File: src/rtl/thermo_alarm.sv
module thermo_alarm #(
  parameter int TW = 16
) (
  input  logic                 clk,
  input  logic                 rst_n,
  input  logic signed [TW-1:0] temp_in,
  input  logic                 temp_vld,
  input  logic signed [TW-1:0] thr_hi,
  input  logic signed [TW-1:0] thr_lo,
  input  logic                 mode_irq,
  input  logic                 pol_high,
  input  logic                 clr_evt,
  output logic                 alarm_pin
);

  logic act_q;
  logic hunt_lo_q;
  logic mode_q;

  logic at_hi, below_lo, mode_chg;

  assign at_hi    = temp_in >= thr_hi;
  assign below_lo = temp_in < thr_lo;
  assign mode_chg = mode_irq != mode_q;

  always_ff @(posedge clk or negedge rst_n) begin
    if (!rst_n) begin
      act_q     <= 1'b0;
      hunt_lo_q <= 1'b0;
      mode_q    <= 1'b0;
    end else begin
      mode_q <= mode_irq;
      if (mode_chg) begin
        act_q     <= 1'b0;
        hunt_lo_q <= 1'b0;
      end else if (!mode_irq) begin
        if (temp_vld) begin
          if (at_hi)         act_q <= 1'b1;
          else if (below_lo) act_q <= 1'b0;
        end
      end else if (act_q) begin
        if (clr_evt) act_q <= 1'b0;
      end else if (temp_vld) begin
        if (!hunt_lo_q && at_hi) begin
          act_q     <= 1'b1;
          hunt_lo_q <= 1'b1;
        end else if (hunt_lo_q && below_lo) begin
          act_q     <= 1'b1;
          hunt_lo_q <= 1'b0;
        end
      end
    end
  end

  assign alarm_pin = pol_high ? act_q : ~act_q;

endmodule

File: config.mk
export PLATFORM = sky130hd
export DESIGN_NAME = thermo_alarm
export DESIGN_NICKNAME = d
export VERILOG_FILES = /design/src/rtl/thermo_alarm.sv
export SDC_FILE = /design/constraint.sdc
export NUM_CORES = 1
export LEC_CHECK = 0
export BUFFER_PORTS_ARGS = -buffer_cell sky130_fd_sc_hd__buf_4
export CAP_MARGIN = 40
export CORE_AREA = 3 3 66 68
export DETAILED_ROUTE_END_ITERATION = 6
export DIE_AREA = 0 0 69 71
export SKIP_LAST_GASP = 1
export SLEW_MARGIN = 10
export SYNTH_ARGS = -nofsm -noshare
export SYNTH_HDL_FRONTEND = slang
export SYNTH_SLANG_ARGS = --single-unit
export TNS_END_PERCENT = 1
File: constraint.sdc
create_clock -name clk -period 2.25 [get_ports clk]
set_input_delay 0.45 -clock clk [delete_from_list [all_inputs] [get_ports clk]]
set_output_delay 0.45 -clock clk [all_outputs]
set_load 0.02 [all_outputs]
* Word level (Yosys, flattened, before mapping)
Cells that the tools add are included.
** Word-level totals
- Register bits :: 3
- Input bits :: 54
** Cells by class
- $lt $le $gt $ge :: 2
- Equal/unequal tests :: 2
- Mux-type cells :: 17
- Bitwise operators :: 1
- Reduce and logical (&&, ||, !) cells :: 10
** Operators by type and width (number)
- $mux 1 :: 17
- $ge 16x16->1 :: 1
- $lt 16x16->1 :: 1
- $reduce_bool 3->1 :: 2
- $reduce_and 4->1 :: 1
- $reduce_bool 2->1 :: 2
- $reduce_bool 4->1 :: 1
- $logic_and 1x1->1 :: 2
- $ne 2x1->1 const B :: 1
- $reduce_and 2->1 :: 1
- $logic_not 1->1 :: 1
- $ne 1x1->1 :: 1
- $not 1->1 :: 1

* Longest topological paths before layout
Gate-level depths: netlist of run 1.
- Depth in word-level cells :: 8
- Mapped depth :: 8
- Depth with buffers taken out :: 8

* Worst setup path after synthesis of run 1
OpenSTA, ideal clock, no wires.
- Path kind :: input-to-reg
- Start point :: input port thr_hi[7]
- End point :: register hunt_lo_q
- Library setup time :: 0.104 ns
- Arrival time :: 2.184 ns
- Setup slack :: -0.038 ns
- Stages :: 8
- Path buffers :: 0
- Cells stage by stage :: inv_1 ha_1 nand4_1 or4_1 o211ai_2 and4b_4 or4_1 o311ai_1
** Between the ends
- Cells in the longest elaborated chain, start to end :: 7
- Elaborated cells between the ends (all ways) :: 9
- Those cells by class :: order compare: 1; mux: 5; reduce/logical: 3
** Ends and longest elaborated chain
- start, declared :: line 8 : input logic signed [TW-1:0] thr_hi,
- $ge 16x16->1 (*) :: line 22 : assign at_hi = temp_in >= thr_hi;
- $logic_and 1x1->1 (*) :: line 44 : if (!hunt_lo_q && at_hi) begin
- $mux 1 :: line 44
- $mux 1 :: line 43 : end else if (temp_vld) begin
- $mux 1 :: line 41 : end else if (act_q) begin
- $mux 1 :: line 36 : end else if (!mode_irq) begin
- $mux 1 :: line 33 : if (mode_chg) begin
- end signal, assigned :: line 35 : hunt_lo_q <= 1'b0;
- end signal, assigned :: line 46 : hunt_lo_q <= 1'b1;
- end signal, assigned :: line 49 : hunt_lo_q <= 1'b0;
- end, declared :: line 17 : logic hunt_lo_q;
Mark *: on every way between the ends. The rest lies on a longest branch, timed or not. The select of a mux whose other input is x is not followed.
A chain may end at the register's enable or synchronous reset.

* Worst setup path after layout of run 1
- Start point :: input port temp_in[12]
- End point :: register hunt_lo_q
** Between the ends
- Cells in the longest elaborated chain, start to end :: 7
- Elaborated cells between the ends (all ways) :: 11
- Those cells by class :: order compare: 2; mux: 5; reduce/logical: 4
** Ends and longest elaborated chain
- start, declared :: line 6 : input logic signed [TW-1:0] temp_in,
- $ge 16x16->1 :: line 22
- $logic_and 1x1->1 :: line 44
- $mux 1 :: line 44
- $mux 1 :: line 43
- $mux 1 :: line 41
- $mux 1 :: line 36
- $mux 1 :: line 33
Several ways; a longest one is shown, not always the timed one. The select of a mux whose other input is x is not followed.

==> summary.md, run 1 <==
| Metric | Value |
|---|---|
| Period utilization | 95.3% |
| PortBufs | 54 |
| CTS tree | yes |
| Total grt overflow | 0 |
| Synth area leader | ha_1 |
| Gp weighted congestion | 0.760 |
| Mean Syn Cell Area | 7.57 µm² |
| Clock share of power | 29.3% |
| Multi-input logic area | 853 µm² |
| Power Density | 301 mW/mm² |
| Total global-route track usage | 10.3% |
| Worst flop-to-flop path startpoint | mode_q |
| Mux cell area share after synthesis | 0% |
| FF+latch count, synth | 3 |
| Hold_buf cts | 0 |
| Setup WS pre-CTS | -192 ps |
| Worst setup SP type | input pin |
| Worst Setup End Kind | flop |
| Routed Wire Length | 2560 µm |
| CTS sink cnt | 3 |
| Worst path arrival time | 2250 ps |
| Critical Path Source | temp_in[12] |
| Die Ht | 71 µm |
| Crit Path Class | in2reg |
| Worst Tran Pin Value | 330 ps |
| Die X | 69 µm |
| Post-synth top area share | 39.5% |
| H-tree levels | 1 |
| RSZ-0062 raised after global routing | false |
| Combinational power share | 57.1% |
| Xor/xnor share of the synthesized area | 0.863% |
| Final hold viol count | 0 |
| Inserted Clock Buffers | 3 |
| Wire per inst | 9.81 µm |
| Max Clk Rate | 466 MHz |
| Max-cap viol count | 0 |
| DR vias/cell | 4.46 |
| # setup viols final | 0 |
| Seq/Total Area, Yosys | 7.40% |
| Max-slew violations | 0 |
| Vias in the first global route | 1,139 |
| Area after DPL | 0.00165 mm² |
| Adder-cell share of the synthesized area | 39.5% |
| Netlist cell types | 34 |
| Share of post-route cells with drive strength above 1 | 41.2% |
| Final net count | 298 |
| Top cells by area, synth | ha_1, inv_1, dfrtp_1 |
| Yosys warnings | 0 |
| Switching share of power | 30.9% |
| Post-layout utilization of the core | 44.0% |
| Status | finished, final reports clean |
| Pleak | 0.969 nW |
| N_diodes | 0 |
| Relative slew slack | 78.0% |
| Starting Density | 25.9% |
| Synth Instances | 134 |
| HPWL after DPL | 2340 µm |
| Most common cell after layout, fill and taps aside | buf_4 |
| FILL cells | 428 |
| Antenna-violating nets left | 0 |
| Row count | 23 |
| Initial antenna violation count | 0 |
| Vias post-DR | 1,164 |
| Tot Pwr | 519 µW |
| First-pass DRT Iterations | 4 |
| Area growth syn-to-layout | 69.8% |
| Critical path fanouts, max | 3 |
| HP Class | in2async |
| Residual DRC | 0 |
| Sequential Power Share | 13.5% |
| Req. time, crit path | 2360 ps |
| Storage element area | 75.1 µm² |
| Maximum vdd ir drop | 0.334 mV |
| I/O pin count | 55 |
| Most frequent cells in the layout | buf_4, inv_1, ha_1, a21oi_1 |
| Worst skew pair latency | 210 ps |
| Complex-gate fraction of the synthesized area | 19.6% |
| Largest family of logic cells by synthesized area | adder cells |
| First-pass GRT wire length | 4370 µm |
| Tmin final | 2140 ps |
| Design Area, Final | 0.00172 mm² |
| Simple-Gate Fraction of Synth Area | 19.0% |
| Internal power | 359 µW |
| Largest net degree at the start of global routing | 5 |
| Die area | 0.00490 mm² |
| Setup TNS | 0 ps |
| Root buffer cell | clkbuf_8 |
| Clk slew on worst S/H paths | 30 ps |
| Syn Nets | 220 |
| Worst setup slack after layout | 106 ps |
| Clock Skews | 0.135 ps |
| Iteration-0 DRC Markers | 23 |
| Core area | 0.00391 mm² |
| P_sw | 161 µW |
| Mapped Area | 0.00101 mm² |
| Clk buf depth | 2 |
-- layer usage --
| layer | vias up | GRT usage [%] | share of wire (%) |
|---|---|---|---|
| li1 | 632 | - | - |
| met1 | 492 | 14.1 | 48 |
| met2 | 40 | 16.7 | 45 |
| met3 | 0 | 2.84 | 7.0 |
| met4 | 0 | 1.30 | 0 |
| met5 | - | 0 | 0 |
-- power by group through the flow --
stage | combinational [mW] | sequential, mW | clock [mW]
3_5_place_dp | 0.292 | 0.0710 | 0
4_1_cts | 0.294 | 0.0704 | 0.158
6_report | 0.297 | 0.0703 | 0.152
5_1_grt | 0.341 | 0.0721 | 0.164
3_3_place_gp | 0.291 | 0.0711 | 0
2_1_floorplan | 0.146 | 0.0691 | 0
-- per-stage QoR --
step	hold WS, ps	instances
5_1_grt	15.2	261
3_3_place_gp	245	257
2_1_floorplan	154	134
3_5_place_dp	244	257
4_1_cts	18.3	261
6_report	22.0	261
-- flip-flops by register name (all words and copies together) (netlist names) --
name and flops:
act_q 1, mode_q 1, hunt_lo_q 1
-- critical path, cell delays in order --
cell and delay [ps]:
buf_4 110, ha_1 290, and4_4 240, nand2_2 80
a2111o_1 400, and4b_4 210, or4_1 390, o311ai_1 80
-- path summary, 6_finish.rpt --
path / end / slack, ps / cells after the start
min in group clk: mode_q / 370 / 1
min: mode_q / 20 / 1
max: hunt_lo_q / 110 / 8
max reg2reg: hunt_lo_q / 540 / 5
max in group asynchronous: act_q / 2130 / 1
min reg2reg: hunt_lo_q / 510 / 2
-- logic make-up after synthesis --
logic type               count (synthesis)
adder cells (fa/ha/maj)                 32
AO/OA/AOI/OAI                           27
XOR/XNOR                                 1
buffers and inverters                   37
flip-flops                               3
AND/OR/NAND/NOR                         34
-- layout make-up --
class	count	share of cell area (%)
multi-input combinational	94	49.5
sequential	3	4.36
timing repair buffer	73	31.8
clock buffer	4	2.61
inverter	37	8.06
tap	50	3.63
-- synthesized netlist by cell type --
master	n
o32ai_1	1
or2b_1	1
a221oi_1	1
nand2b_1	2
a211oi_1	2
or4_1	2
ha_1	32
nand4_1	5
inv_2	1
inv_1	36
a21oi_1	7
nor3_1	6
a211o_2	1
o32a_1	1
o21ai_0	1
o211ai_2	1
nor4_1	1
a31oi_1	1
dfrtp_1	3
a21boi_0	1
nand3_1	3
nor2b_1	1
and4_1	1
o311ai_1	1
xnor2_1	1
and4b_4	1
o31ai_1	1
a2111o_1	1
or3_1	2
nor2_1	2
a21o_1	3
o211ai_1	3
nand2_1	7
o21a_1	1
-- timing repair --
action	4_1_cts	5_1_grt
gates resized for setup	0	4
endpoints found under the hold margin	0	0
setup endpoints to repair	0	2
buffers inserted	0	0
Power figures use the tool's default switching activity.
==> run 2, diff against run 1 <==
--- a/config.mk
+++ b/config.mk
@@ -7,9 +7,11 @@
 export LEC_CHECK = 0
 export BUFFER_PORTS_ARGS = -buffer_cell sky130_fd_sc_hd__buf_4
 export CAP_MARGIN = 40
-export CORE_AREA = 3 3 66 68
+export CORE_AREA = 2 2 56 58
 export DETAILED_ROUTE_END_ITERATION = 6
-export DIE_AREA = 0 0 69 71
+export DIE_AREA = 0 0 58 60
+export PLACE_DENSITY = 0.66
+export SKIP_CTS_REPAIR_TIMING = 1
 export SKIP_LAST_GASP = 1
 export SLEW_MARGIN = 10
 export SYNTH_ARGS = -nofsm -noshare
==> summary.md, run 2 (synthesis gave the netlist of run 1 again) <==
| Metric | Value |
|---|---|
| RSZ-0062 raised after global routing | false |
| Routed Wire Length | 2780 µm |
| FILL cells | 262 |
| Hold path endpoint | mode_q |
| Max Clk Rate | 458 MHz |
| Worst Tran Pin Value | 305 ps |
| First-pass GRT wire length | 4690 µm |
| Maximum vdd ir drop | 0.317 mV |
| N_diodes | 0 |
| Final net count | 293 |
| First-pass DRT Iterations | 4 |
| Clock share of power | 21.0% |
| Reg2Reg Setup Slack | 470 ps |
| Total grt overflow | 0 |
| Relative slew slack | 79.5% |
| Status | finished, final reports clean |
| Vias post-DR | 1,190 |
| Tmin final | 2190 ps |
| Root buffer cell | clkbuf_4 |
| HPWL after DPL | 2500 µm |
| Core area | 0.00290 mm² |
| Sequential Power Share | 15.4% |
| I/O pin count | 55 |
| Reg2Reg Depth | 5 |
| Clock Skews | 3.39 ps |
| CTS tree | yes |
| Worst Setup End Kind | flop |
| Crit. path cell count | 8 |
| CP cell instances | buf_4, ha_1, nand4_1, buf_4, a2111o_1, and4b_4, or4_1, o311ai_1 |
| CTS sink cnt | 3 |
| Tot Pwr | 467 µW |
| Iteration-0 DRC Markers | 23 |
| Largest net degree at the start of global routing | 5 |
| Worst path arrival time | 2310 ps |
| Final hold viol count | 0 |
| CP top delay family | simple AND/OR/NAND/NOR gates |
| P_sw | 167 µW |
| Wire per inst | 11.6 µm |
| Initial antenna violation count | 0 |
| CP Buf/Inv Count | 2 |
| Internal power | 300 µW |
| # setup viols final | 0 |
| Vias in the first global route | 1,202 |
| Design Area, Final | 0.00164 mm² |
| Die X | 58 µm |
| Max-slew violations | 0 |
| Most common cell after layout, fill and taps aside | buf_4 |
| CP max stage cell | a2111o_1 |
| PortBufs | 54 |
| Max-cap viol count | 0 |
| Worst flop-to-flop path startpoint | mode_q |
| Worst skew pair latency | 240 ps |
| Inserted Clock Buffers | 3 |
| Req. time, crit path | 2380 ps |
| Delay of the slowest cell on the worst path | 410 ps |
| Period utilization | 97.1% |
| H-tree levels | 1 |
| DR vias/cell | 4.98 |
| Critical path fanouts, max | 3 |
| Top Registers | act_q (1), hunt_lo_q (1), mode_q (1) |
| Share of post-route cells with drive strength above 1 | 38.8% |
| Die area | 0.00348 mm² |
| HP Start | mode_irq |
| Power Density | 284 mW/mm² |
| Gp weighted congestion | 0.813 |
| Residual DRC | 0 |
| Area growth syn-to-layout | 62.0% |
| Clk slew on worst S/H paths | 40 ps |
| Hold path depth | 1 |
| Combinational power share | 63.6% |
| Area after DPL | 0.00159 mm² |
| Most common cell on crit path | buf_4 |
| Worst setup SP type | input pin |
| Crit Path Class | in2reg |
| Total global-route track usage | 17.2% |
| Clk buf depth | 2 |
| Die Ht | 60 µm |
| HP Class | in2reg |
| Switching share of power | 35.8% |
| Pleak | 0.935 nW |
| R2r endpoint | hunt_lo_q |
| Starting Density | 35.0% |
| Most frequent cells in the layout | buf_4, inv_1, ha_1, a21oi_1 |
| Antenna-violating nets left | 0 |
| Row count | 20 |
run 2: final cells by class:
cell class	instances	area, µm²	area share, %
multi-input combinational	94	850	51.7
inverter	37	139	8.45
clock buffer	4	26.3	1.60
sequential	3	75.1	4.57
tap	33	41.3	2.51
timing repair buffer	68	513	31.2
run 2: how the worst max path moves through the flow:
| stage | start | endpoint | slack [ps] |
|---|---|---|---|
| 2_1_floorplan | thr_hi[12] | act_q | 30 |
| 3_3_place_gp | temp_in[13] | act_q | -130 |
| 3_5_place_dp | temp_in[13] | hunt_lo_q | -220 |
| 4_1_cts | temp_in[13] | hunt_lo_q | 20 |
| 5_1_grt | temp_in[2] | hunt_lo_q | 5 |
| 6_report | temp_in[7] | hunt_lo_q | 60 |
run 2: power groups by stage:
stage	Sequential (mW)	Combinational [mW]	Clock, mW
after floorplan	0.0691	0.146	0
final	0.0717	0.297	0.0981
after global routing	0.0732	0.336	0.104
after global placement	0.0706	0.275	0
after detailed placement	0.0718	0.290	0
after CTS	0.0715	0.291	0.101
run 2: layer usage:
layer	GRT usage, %	part of all wire [%]	vias to the layer above
met4	3.99	0.83	0
li1	-	-	620
met5	0	0	-
met1	19.7	42	514
met3	3.90	8.4	4
met2	32.1	48	52
run 2: per-stage QoR:
stage / hold slack, ps / cells / setup slack [ps] / utilization [%] / setup TNS (ps)
after floorplan: 154 / 134 / 25.1 / - / 0
after global placement: 241 / 234 / -131 / 54.7 / -246
after detailed placement: 243 / 234 / -216 / 54.7 / -422
after CTS: -8.14 / 238 / 22.3 / 55.6 / 0
after global routing: 338 / 239 / 5.35 / 56.6 / 0
final: 338 / 239 / 64.2 / 56.6 / 0
